--- src/rtl/i2cc_pkg.sv ---
`timescale 1ns/1ps
package i2cc_pkg;

  // strobes from the sequencer to the datapath
  typedef struct packed {
    logic restartDiv;
    logic sdaLow;
    logic sdaRel;
    logic sclLow;
    logic sclRel;
  } lineCmd_t;

  typedef enum logic [2:0] {
    SEQ_IDLE,
    SEQ_ST_RELSDA,
    SEQ_ST_RELSCL,
    SEQ_ST_SDALOW,
    SEQ_SP_SDALOW,
    SEQ_SP_RELSCL
  } seqState_t;

endpackage

--- src/rtl/i2cc_datapath.sv ---
`timescale 1ns/1ps
module i2cc_datapath
  import i2cc_pkg::*;
#(
  parameter int CNT_W       = 8,
  parameter int SYNC_STAGES = 2
) (
  input  logic       clk,
  input  logic       rstN,
  input  logic       syncMode,
  input  logic [3:0] clkSel,
  input  logic       sdaIn,
  input  logic       sclIn,
  input  lineCmd_t   cmd,
  output logic       halfTick,
  output logic       sdaOe,
  output logic       sclOe,
  output logic       busBusy
);

  localparam int LAST = SYNC_STAGES - 1;

  // half-period lookup: base table of halves, doubled for the upper codes
  function automatic logic [CNT_W-1:0] halfOf(input logic [3:0] code);
    logic [CNT_W-1:0] base;
    case (code[2:0])
      3'd0:    base = CNT_W'(14);
      3'd1:    base = CNT_W'(20);
      3'd2:    base = CNT_W'(24);
      3'd3:    base = CNT_W'(32);
      3'd4:    base = CNT_W'(40);
      3'd5:    base = CNT_W'(50);
      3'd6:    base = CNT_W'(56);
      default: base = CNT_W'(64);
    endcase
    return code[3] ? (base << 1) : base;
  endfunction

  // pad synchronizers
  logic [LAST:0] sdaSh, sclSh;
  logic          sdaPrev, sclPrev;
  logic          sdaS, sclS;

  always_ff @(posedge clk) begin
    if (!rstN) begin
      sdaSh   <= '1;
      sclSh   <= '1;
      sdaPrev <= 1'b1;
      sclPrev <= 1'b1;
    end else begin
      sdaSh   <= {sdaSh[LAST-1:0], sdaIn};
      sclSh   <= {sclSh[LAST-1:0], sclIn};
      sdaPrev <= sdaS;
      sclPrev <= sclS;
    end
  end

  assign sdaS = sdaSh[LAST];
  assign sclS = sclSh[LAST];

  logic sclHigh, startSeen, stopSeen;
  assign sclHigh   = sclS & sclPrev;
  assign startSeen = sclHigh & sdaPrev & ~sdaS;
  assign stopSeen  = sclHigh & ~sdaPrev & sdaS;

  // occupancy flag
  always_ff @(posedge clk) begin
    if (!rstN || syncMode) busBusy <= 1'b0;
    else if (startSeen)    busBusy <= 1'b1;
    else if (stopSeen)     busBusy <= 1'b0;
  end

  // half-period counter
  logic [CNT_W-1:0] cnt;
  always_ff @(posedge clk) begin
    if (!rstN)               cnt <= '0;
    else if (cmd.restartDiv) cnt <= halfOf(clkSel) - CNT_W'(1);
    else if (cnt != '0)      cnt <= cnt - CNT_W'(1);
  end
  assign halfTick = (cnt == '0);

  // line drivers
  always_ff @(posedge clk) begin
    if (!rstN) begin
      sdaOe <= 1'b0;
      sclOe <= 1'b0;
    end else begin
      if (cmd.sdaLow)      sdaOe <= 1'b1;
      else if (cmd.sdaRel) sdaOe <= 1'b0;
      if (cmd.sclLow)      sclOe <= 1'b1;
      else if (cmd.sclRel) sclOe <= 1'b0;
    end
  end

endmodule

--- src/rtl/i2cc_control.sv ---
`timescale 1ns/1ps
module i2cc_control
  import i2cc_pkg::*;
(
  input  logic     clk,
  input  logic     rstN,
  input  logic     syncMode,
  input  logic     wrStb,
  input  logic     wrBusy,
  input  logic     wrQual,
  input  logic     halfTick,
  output lineCmd_t cmd,
  output logic     seqActive
);

  seqState_t state, stateNext;
  logic      req;

  assign req = wrStb & ~wrQual & ~syncMode;

  always_comb begin
    stateNext = state;
    cmd       = '0;
    unique case (state)
      SEQ_IDLE: if (req) begin
        cmd.restartDiv = 1'b1;
        if (wrBusy) begin
          stateNext  = SEQ_ST_RELSDA;
          cmd.sdaRel = 1'b1;
        end else begin
          stateNext  = SEQ_SP_SDALOW;
          cmd.sdaLow = 1'b1;
        end
      end
      SEQ_ST_RELSDA: if (halfTick) begin
        stateNext      = SEQ_ST_RELSCL;
        cmd.sclRel     = 1'b1;
        cmd.restartDiv = 1'b1;
      end
      SEQ_ST_RELSCL: if (halfTick) begin
        stateNext      = SEQ_ST_SDALOW;
        cmd.sdaLow     = 1'b1;
        cmd.restartDiv = 1'b1;
      end
      SEQ_ST_SDALOW: if (halfTick) begin
        stateNext  = SEQ_IDLE;
        cmd.sclLow = 1'b1;
      end
      SEQ_SP_SDALOW: if (halfTick) begin
        stateNext      = SEQ_SP_RELSCL;
        cmd.sclRel     = 1'b1;
        cmd.restartDiv = 1'b1;
      end
      SEQ_SP_RELSCL: if (halfTick) begin
        stateNext  = SEQ_IDLE;
        cmd.sdaRel = 1'b1;
      end
      default: stateNext = SEQ_IDLE;
    endcase
  end

  always_ff @(posedge clk) begin
    if (!rstN) state <= SEQ_IDLE;
    else       state <= stateNext;
  end

  assign seqActive = (state != SEQ_IDLE);

endmodule

--- src/rtl/i2c_cond_master.sv ---
`timescale 1ns/1ps
module i2c_cond_master
  import i2cc_pkg::*;
#(
  parameter int CNT_W       = 8,
  parameter int SYNC_STAGES = 2
) (
  input  logic       clk,
  input  logic       rstN,
  input  logic       syncMode,
  input  logic [3:0] clkSel,
  input  logic       wrStb,
  input  logic       wrBusy,
  input  logic       wrQual,
  input  logic       sdaIn,
  input  logic       sclIn,
  output logic       sdaOe,
  output logic       sclOe,
  output logic       busBusy
);

  lineCmd_t cmd;
  logic     halfTick;
  logic     seqActive;

  i2cc_control u_ctrl (
    .clk(clk), .rstN(rstN), .syncMode(syncMode),
    .wrStb(wrStb), .wrBusy(wrBusy), .wrQual(wrQual),
    .halfTick(halfTick), .cmd(cmd), .seqActive(seqActive)
  );

  i2cc_datapath #(.CNT_W(CNT_W), .SYNC_STAGES(SYNC_STAGES)) u_dp (
    .clk(clk), .rstN(rstN), .syncMode(syncMode), .clkSel(clkSel),
    .sdaIn(sdaIn), .sclIn(sclIn), .cmd(cmd), .halfTick(halfTick),
    .sdaOe(sdaOe), .sclOe(sclOe), .busBusy(busBusy)
  );

endmodule

--- config.mk ---
export PLATFORM = sky130hd
export DESIGN_NAME = i2c_cond_master
export DESIGN_NICKNAME = d
export VERILOG_FILES = /design/src/rtl/i2cc_pkg.sv /design/src/rtl/i2cc_datapath.sv /design/src/rtl/i2cc_control.sv /design/src/rtl/i2c_cond_master.sv
export SDC_FILE = /design/constraint.sdc
export NUM_CORES = 1
export LEC_CHECK = 0
export CORE_MARGIN = 2
export CORE_UTILIZATION = 56
export CTS_BUF_LIST = sky130_fd_sc_hd__clkbuf_2
export DETAILED_ROUTE_END_ITERATION = 16
export PLACE_DENSITY = 0.81
export SYNTH_ARGS = -nofsm -noshare
export SYNTH_HDL_FRONTEND = slang
export SYNTH_HIERARCHICAL = 1
export SYNTH_SLANG_ARGS = --single-unit
--- constraint.sdc ---
create_clock -name clk -period 4.1 [get_ports clk]
set_clock_uncertainty 0.1 [all_clocks]
set_input_delay 0.82 -clock clk [delete_from_list [all_inputs] [get_ports clk]]
set_output_delay 0.82 -clock clk [all_outputs]
set_load 0.05 [all_outputs]
==> results of run 1 <==
[where the power goes]
| part | internal [mW] | switching, mW | total [mW] |
|---|---|---|---|
| clock network | 0.0842 | 0.0609 | 0.145 |
| registers | 0.232 | 0.0249 | 0.257 |
| logic | 0.144 | 0.193 | 0.337 |
[cell families (layout without fill, tap and decap cells)]
logic type	Yosys count	count (layout)	share of synthesized area, %
AOI/OAI and AO/OA	35	35	24.1
xor gates and xnor gates	6	6	4.52
adders and majority gates	1	1	1.08
buffers and inverters	13	22	6.77
DFF	20	20	34.4
muxes	2	2	1.72
and+or+nand+nor	53	53	27.4
[flip-flops by register name, summed over array words and instances (netlist names)]
signal        flops
u_ctrl/state      3
u_dp/busBusy      1
u_dp/cnt          8
u_dp/sclOe        1
u_dp/sclPrev      1
u_dp/sclSh        2
u_dp/sdaOe        1
u_dp/sdaPrev      1
u_dp/sdaSh        2
[cells in the final DEF, fill, tap and decap left out, types with 3 or more instances in the layout]
cell type        synthesis  layout
or3_1                    3       3
o21ai_0                  4       4
nor3b_1                  3       3
nor2_1                   7       7
a21oi_1                  7       7
dfxtp_1                 20      20
inv_1                    3       3
nand2_1                  6       6
nand2b_1                 8       8
clkdlybuf4s50_1          0      14
nor2b_1                  4       4
clkbuf_2                 0       3
xnor2_1                  4       4
[per-layer routing]
metal  part of all wire, %  up-vias
met3                   3.9        8
met4                   2.1        0
met2                    47       23
li1                      -      487
met5                     0        -
met1                    47      457
[path summary, 6_finish.rpt]
path,from,to,cells after the start
min,u_dp/sclSh[0]$_SDFF_PN1_,u_dp/sclSh[1]$_SDFF_PN1_,1
max reg2reg,u_dp/cnt[6]$_SDFFE_PN0P_,u_dp/cnt[6]$_SDFFE_PN0P_,10
min reg2reg,u_dp/sclSh[0]$_SDFF_PN1_,u_dp/sclSh[1]$_SDFF_PN1_,1
max,wrStb,u_dp/cnt[6]$_SDFFE_PN0P_,10
[worst max-delay path: cells and delay by family]
family	cells	cell delay, ps
AND/OR/NAND/NOR	5	1470
AO/OA/AOI/OAI	3	580
buffers and inverters	2	620
[final cells by class]
cell class                 count  share of cell area [%]
clock buffer                   3                    1.14
clock inverter                 1                    2.27
tap                           27                    2.55
multi-input combinational     97                    51.8
sequential                    20                    30.3
timing repair buffer          15                    11.2
inverter                       3                   0.851
==> results.toml, run 1 <==
[place]
place.detailed.hpwl_um = 1660
dp_slack_ps = 439
numPortBuffers = 14
place.gp.congestion = 0.849
placed_cell_area_sq_um = 1280
placed_cells = 162

[yosys]
synth_edf_count = 0
synth_ff_type = "dfxtp_1"
synth_most_common_cell = "dfxtp_1"
synth.cell_area_sq_um = 1160
synth-seq-cells = 20
ys_types = 55
synthesis.nets = 143
synth_cells = 130
async_flop_share_pct = 0
ys_top_cells_by_count = "dfxtp_1, nand2b_1, a21oi_1, nor2_1, nand2_1"
synth_top_area_share_pct = 34.4
synthTopCellsByArea = "dfxtp_1, nand2b_1, a21oi_1"
synth.avg_cell_area_sq_um = 8.95
ys_warn_count = 6
yosysTopAreaCell = "dfxtp_1"
seq_area_frac_synth_pct = 34.4

[global_route]
grt_util_met1_pct = 27.1
track_usage_pct = 20.6
antenna_found_initial = 0
overflow = 0
grt_util_met3_pct = 3.33
busiest_layer = "met2"
grtUsageMet2_pct = 32.7
grt_pass1_vias = 918
grt_pass1_wl_um = 4000
grt_max_degree = 15

[pwr]
total_power_mw = 0.739
leakage_nw = 0.505
peakVddDrop_v = 0.000445
power_density_nw_per_um2 = 559

[cts]
cts_made_buffers = 3
cts_root_buf = "clkbuf_2"
cts-resized-gates = 0
postCtsHoldBufs = 0
worstSkewPairLatency_ps = 310
path_clk_slew_ps = 190
h-tree-depth = 1
cts_setup_buffers = 0
cts_buffer_depth = 2
cts.sinks = 20
cts_tree = "done"

[critical_path]
critical_path_class = "primary input to flip-flop"
path_max_fanout = 8
cp-end-kind = "flip-flop"
regToRegSetupSlack_ps = 920
critPathLaunchType = "primary input"
arrival_ps = 3490
critPathMaxStageDelay_ps = 540
slowest_stage = "or4_4"
worstPathRequired_ps = 4260
crit_chain = "clkdlybuf4s50_1 -> or3b_2 -> or2_1 -> nand2_1 -> buf_4 -> o21ai_0 -> o22ai_1 -> nand2_2 -> or4_4 -> a21oi_2"

[sta]
fin_crit_sh_pct = 81.3
fin_tns_setup_ps = 0
min_period_ps = 3330
fmax_ghz = 0.300
relSlewSlack_pct = 58.6
holdWs_ps = 341
hold_viol_final = 0
finalSetupViolCount = 0
worst_pin_slew_ps = 617
slew_violations = 0
rsz0062_at_grt = "no"
setup_slack_ps = 767

[drt]
drcViolationCount = 0
wl_per_cell_um = 14.1
via_per_inst = 5.87
vias = 975
ant_nets = 0
first_iter_violations = 35
dr.pass1.iters = 4
wirelength_um = 2340

[finish]
seqCellArea_sq_um = 400
drive_gt1_share_pct = 12.2
multi_input_area_sq_um = 684
instances_no_fill = 166
final_area_sq_um = 1320
utilization_pct = 67.4
n_fill_cell = 173
nNetsFinal = 153
synthToLayoutAreaGrowth_pct = 13.7
diodes = 0

[die]
start_util_pct = 59.3
fp.dieW_um = 49.6
die_area_sq_um = 2460
coreArea_sq_um = 1960
rows = 16
io_pins = 15
dieHeight_um = 49.6

[hold_path]
hold_path.class = "flip-flop to flip-flop"

[run]
max_cap_violations = 0

[run_status]
status = "completed"
No activity file was read; power rests on OpenSTA's default activity.
==> inputs of run 2 (changes only) <==
--- a/config.mk
+++ b/config.mk
@@ -6,10 +6,10 @@
 export NUM_CORES = 1
 export LEC_CHECK = 0
 export CORE_MARGIN = 2
-export CORE_UTILIZATION = 56
+export CORE_UTILIZATION = 51
 export CTS_BUF_LIST = sky130_fd_sc_hd__clkbuf_2
 export DETAILED_ROUTE_END_ITERATION = 16
-export PLACE_DENSITY = 0.81
+export PLACE_DENSITY = 0.77
 export SYNTH_ARGS = -nofsm -noshare
 export SYNTH_HDL_FRONTEND = slang
 export SYNTH_HIERARCHICAL = 1
==> constraint.sdc (replaced) <==
create_clock -name clk -period 2.95 [get_ports clk]
set_clock_uncertainty 0.1 [all_clocks]
set_input_delay 0.59 -clock clk [delete_from_list [all_inputs] [get_ports clk]]
set_output_delay 0.59 -clock clk [all_outputs]
set_load 0.05 [all_outputs]
==> run 2 against run 1 <==
Net effect: sequential power is 42% higher; largest cell class unchanged; sequential share of layout area down 2.7 points; cell count up 10%; largest power group unchanged; clock power increased by 41%.
==> results.toml, run 2 (same netlist as run 1, synthesis figures left out) <==
[sta]
holdWs_ps = 332
relSlewSlack_pct = 56.7
fin_tns_setup_ps = 0
worst_pin_slew_ps = 646
fin_crit_sh_pct = 97.8
hold_viol_final = 0
finalSetupViolCount = 0
min_period_ps = 2890
fmax_ghz = 0.347
slew_violations = 0

[cts]
cts.sinks = 20
h-tree-depth = 1
cts_buffer_depth = 2
cts_root_buf = "clkbuf_2"
path_clk_slew_ps = 200
postCtsHoldBufs = 0
worstSkewPairLatency_ps = 320
cts_tree = "done"
cts_made_buffers = 3

[pwr]
power_density_nw_per_um2 = 798
leakage_nw = 0.578
peakVddDrop_v = 0.000613

[critical_path]
crit_buf_inv = 3
arrival_ps = 3060
regToRegSetupSlack_ps = 200
critical_path_class = "primary input to flip-flop"
crit_chain = "clkdlybuf4s50_1 -> or3b_2 -> or2_1 -> nand2_1 -> inv_1 -> buf_4 -> a32oi_2 -> nand2_2 -> or4_4 -> a21oi_2"
worstPathRequired_ps = 3120
cp-end-kind = "flip-flop"
critPathLaunchType = "primary input"
path_max_fanout = 5
slowest_stage = "or4_4"
critPathMaxStageDelay_ps = 540
cp_top_family = "simple AND/OR/NAND/NOR gates"

[finish]
final_common_cell = "dfxtp_1"
largest-register = "u_dp/cnt"
diodes = 0
final_area_sq_um = 1450
nNetsFinal = 169
instances_no_fill = 183
synthToLayoutAreaGrowth_pct = 24.9
largest_reg_flops = 8
reg_top3 = "u_dp/cnt (8), u_ctrl/state (3)"
utilization_pct = 66.4
drive_gt1_share_pct = 22.6
mostFrequentLayoutCells = "dfxtp_1, buf_4, clkdlybuf4s50_1"

[global_route]
grt_pass1_vias = 984
overflow = 0
grt_max_degree = 15
grt_pass1_wl_um = 4170
antenna_found_initial = 0
track_usage_pct = 20.9

[place]
place.detailed.hpwl_um = 1890
numPortBuffers = 14
placed_cell_area_sq_um = 1400
place.gp.congestion = 0.822
placed_cells = 179

[die]
start_util_pct = 53.1
rows = 17
io_pins = 15
fp.dieW_um = 51.8
dieHeight_um = 51.8
die_area_sq_um = 2680
coreArea_sq_um = 2190

[drt]
ant_nets = 0
first_iter_violations = 31
drcViolationCount = 0
wl_per_cell_um = 14.0
wirelength_um = 2560
dr.pass1.iters = 4
via_per_inst = 5.81
vias = 1064

[run]
max_cap_violations = 0

[run_status]
status = "completed"

[hold_path]
hold_path.class = "flip-flop to flip-flop"
==> run 2: worst paths after layout <==
| check | cells past startpoint | start | endpoint |
|---|---|---|---|
| setup / recovery | 10 | wrStb | u_dp/cnt[6]$_SDFFE_PN0P_ |
| setup reg to reg | 10 | u_dp/cnt[5]$_SDFFE_PN0P_ | u_dp/cnt[6]$_SDFFE_PN0P_ |
| hold reg to reg | 1 | u_dp/sdaSh[0]$_SDFF_PN1_ | u_dp/sdaSh[1]$_SDFF_PN1_ |
| hold / removal | 1 | u_dp/sdaSh[0]$_SDFF_PN1_ | u_dp/sdaSh[1]$_SDFF_PN1_ |
==> run 2: final cells by class <==
cell class | count | area (sq um)
Clock buffer | 3 | 15.0
Clock inverter | 1 | 30.0
Fill cell | 186 | 737
Inverter | 3 | 11.3
Multi-Input combinational cell | 97 | 694
Sequential cell | 20 | 400
Tap cell | 28 | 35.0
Timing Repair Buffer | 31 | 268
==> run 2: report_power, final <==
part | internal (mW) | total [mW] | switching, mW | leakage, nW
sequential | 0.323 | 0.364 | 0.0409 | 0.164
combinational | 0.303 | 0.591 | 0.288 | 0.388
clock | 0.117 | 0.205 | 0.0876 | 0.0266
total | 0.743 | 1.16 | 0.416 | 0.578
==> run 2: metal layers <==
layer / vias up / wire length, um / GRT usage [%]
met2: 36 / 1270 / 35.3
met1: 488 / 1090 / 25.1
met4: 0 / 89 / 11.0
li1: 526 / - / -
met3: 14 / 118 / 3.74
met5: - / 0 / 0
==> run 2: metrics by stage <==
| stage | worst slack, ps | power [mW] |
|---|---|---|
| after global placement | -196 | 0.909 |
| after CTS | 91.0 | 1.14 |
| final | 64.2 | 1.16 |
| after floorplan | 31.9 | 0.727 |
| after detailed placement | -257 | 0.930 |
| after global routing | -12.7 | 1.23 |
==> run 2: repair_timing <==
| action | 4_1_cts | 5_1_grt |
|---|---|---|
| endpoints found under the setup margin | 0 | 4 |
| buffers inserted | 0 | 0 |
| resized for setup | 0 | 3 |
==> inputs of run 3 (changes only) <==
--- a/config.mk
+++ b/config.mk
@@ -6,10 +6,10 @@
 export NUM_CORES = 1
 export LEC_CHECK = 0
 export CORE_MARGIN = 2
-export CORE_UTILIZATION = 51
+export CORE_UTILIZATION = 56
 export CTS_BUF_LIST = sky130_fd_sc_hd__clkbuf_2
 export DETAILED_ROUTE_END_ITERATION = 16
-export PLACE_DENSITY = 0.77
+export PLACE_DENSITY = 0.81
 export SYNTH_ARGS = -nofsm -noshare
 export SYNTH_HDL_FRONTEND = slang
 export SYNTH_HIERARCHICAL = 1
==> constraint.sdc (replaced) <==
create_clock -name clk -period 2.8 [get_ports clk]
set_clock_uncertainty 0.1 [all_clocks]
set_input_delay 0.56 -clock clk [delete_from_list [all_inputs] [get_ports clk]]
set_output_delay 0.56 -clock clk [all_outputs]
set_load 0.05 [all_outputs]
==> run 3 against run 2 <==
Net effect: clock-buffer cell count unchanged; first-iteration DRC count is 45% lower; sequential cell count unchanged; critical endpoint unchanged.
==> results.toml, run 3 (same netlist as run 1, synthesis figures left out) <==
[drt]
drcViolationCount = 0
via_per_inst = 5.54
wl_per_cell_um = 12.9
vias = 1047
ant_nets = 0
first_iter_violations = 17
wirelength_um = 2430
dr.pass1.iters = 4

[cts]
cts_tree = "done"
path_clk_slew_ps = 180
worstSkewPairLatency_ps = 300
postCtsHoldBufs = 0
cts_made_buffers = 3
cts.sinks = 20
cts_root_buf = "clkbuf_2"
cts_buffer_depth = 2
h-tree-depth = 1

[sta]
relSlewSlack_pct = 66.8
fin_tns_setup_ps = 0
worst_pin_slew_ps = 496
fmax_ghz = 0.369
min_period_ps = 2710
slew_violations = 0
finalSetupViolCount = 0
fin_crit_sh_pct = 96.8
hold_viol_final = 0

[place]
place.gp.congestion = 0.874
placed_cell_area_sq_um = 1450
place.detailed.hpwl_um = 1920
numPortBuffers = 14
placed_cells = 184

[critical_path]
crit_chain = "clkdlybuf4s50_1 -> or3b_4 -> or2_1 -> nand2_2 -> inv_2 -> a21oi_2 -> ha_2 -> nand2_2 -> or4_4 -> a21oi_2"
critPathMaxStageDelay_ps = 540
critical_path_class = "primary input to flip-flop"
arrival_ps = 2860
slowest_stage = "or4_4"
path_max_fanout = 8
cp-end-kind = "flip-flop"
worstPathRequired_ps = 2950
critPathLaunchType = "primary input"

[finish]
mostFrequentLayoutCells = "buf_4, dfxtp_1, clkdlybuf4s50_1"
n_fill_cell = 151
final_common_cell = "buf_4"
final_area_sq_um = 1490
drive_gt1_share_pct = 27.8
multi_input_area_sq_um = 706
instances_no_fill = 189
diodes = 0
seqCellArea_sq_um = 400
largest-register = "u_dp/cnt"
nNetsFinal = 176
synthToLayoutAreaGrowth_pct = 28.4
reg_top3 = "u_dp/cnt (8), u_ctrl/state (3)"
largest_reg_flops = 8

[run_status]
status = "completed"

[pwr]
swShare_pct = 37.3
peakVddDrop_v = 0.000627
leakage_nw = 0.604
power_frac_comb_pct = 57.1
p_seq_share_pct = 33.0
p_clk_share_pct = 9.9
power_density_nw_per_um2 = 765
internal_power_mw = 0.716
switching_power_mw = 0.426

[die]
coreArea_sq_um = 1960
io_pins = 15
fp.dieW_um = 49.6
rows = 16
start_util_pct = 59.3
die_area_sq_um = 2460
dieHeight_um = 49.6

[global_route]
overflow = 0
antenna_found_initial = 0
track_usage_pct = 21.9
grt_pass1_wl_um = 4310
grt_pass1_vias = 1032
grt_max_degree = 15

[run]
max_cap_violations = 0

[hold_path]
hold_path.class = "flip-flop to flip-flop"
run 3: layout make-up:
type | instances | share of cell area [%]
multi-input combinational | 97 | 47.2
sequential | 20 | 26.8
timing repair buffer | 38 | 21.7
tap | 27 | 2.26
clock buffer | 3 | 1.01
inverter | 3 | 0.754
clock inverter | 1 | 0.251
run 3: worst paths after layout:
check,start,to,slack [ps],cells after the start
setup / recovery,wrStb,u_dp/cnt[6]$_SDFFE_PN0P_,90,10
hold / removal,u_dp/sdaSh[0]$_SDFF_PN1_,u_dp/sdaSh[1]$_SDFF_PN1_,320,1
setup reg to reg,u_dp/cnt[7]$_SDFFE_PN0P_,u_dp/cnt[6]$_SDFFE_PN0P_,190,10
hold reg to reg,u_dp/sdaSh[0]$_SDFF_PN1_,u_dp/sdaSh[1]$_SDFF_PN1_,320,1
run 3: per-stage QoR:
step | hold WS [ps] | total power [mW] | utilization [%] | setup slack [ps]
global placement | 290 | 0.989 | 74.1 | -242
CTS | 326 | 1.12 | 75.1 | 37.4
floorplan | 286 | 0.782 | - | 32.7
finish | 321 | 1.14 | 76.1 | 89.7
global route | 352 | 1.23 | 76.1 | -2.63
detailed placement | 300 | 1.01 | 74.1 | -278
run 3: power groups by stage:
stage	Sequential (mW)	Combinational, mW	Clock [mW]
6_report	0.377	0.652	0.113
3_5_place_dp	0.382	0.627	0
4_1_cts	0.376	0.632	0.117
5_1_grt	0.383	0.723	0.126
2_1_floorplan	0.373	0.409	0
3_3_place_gp	0.380	0.608	0
run 3: timing repair:
action                                  4_1_cts  5_1_grt
endpoints found under the setup margin        0        4
setup buffers                                 0        1
resized for setup                             0        5
run 3: routing by layer:
metal	wire length [um]	vias up	GRT usage (%)
met1	1130	482	27.1
li1	-	539	-
met2	1190	24	38.7
met4	10	0	4.63
met3	103	2	4.55
met5	0	-	0
run 3: worst max-delay path: cells and delay by family:
family,cells,cell delay (ps)
compound gates,2,260
simple gates,5,1320
fa+ha+maj,1,200
buf+inv,2,520
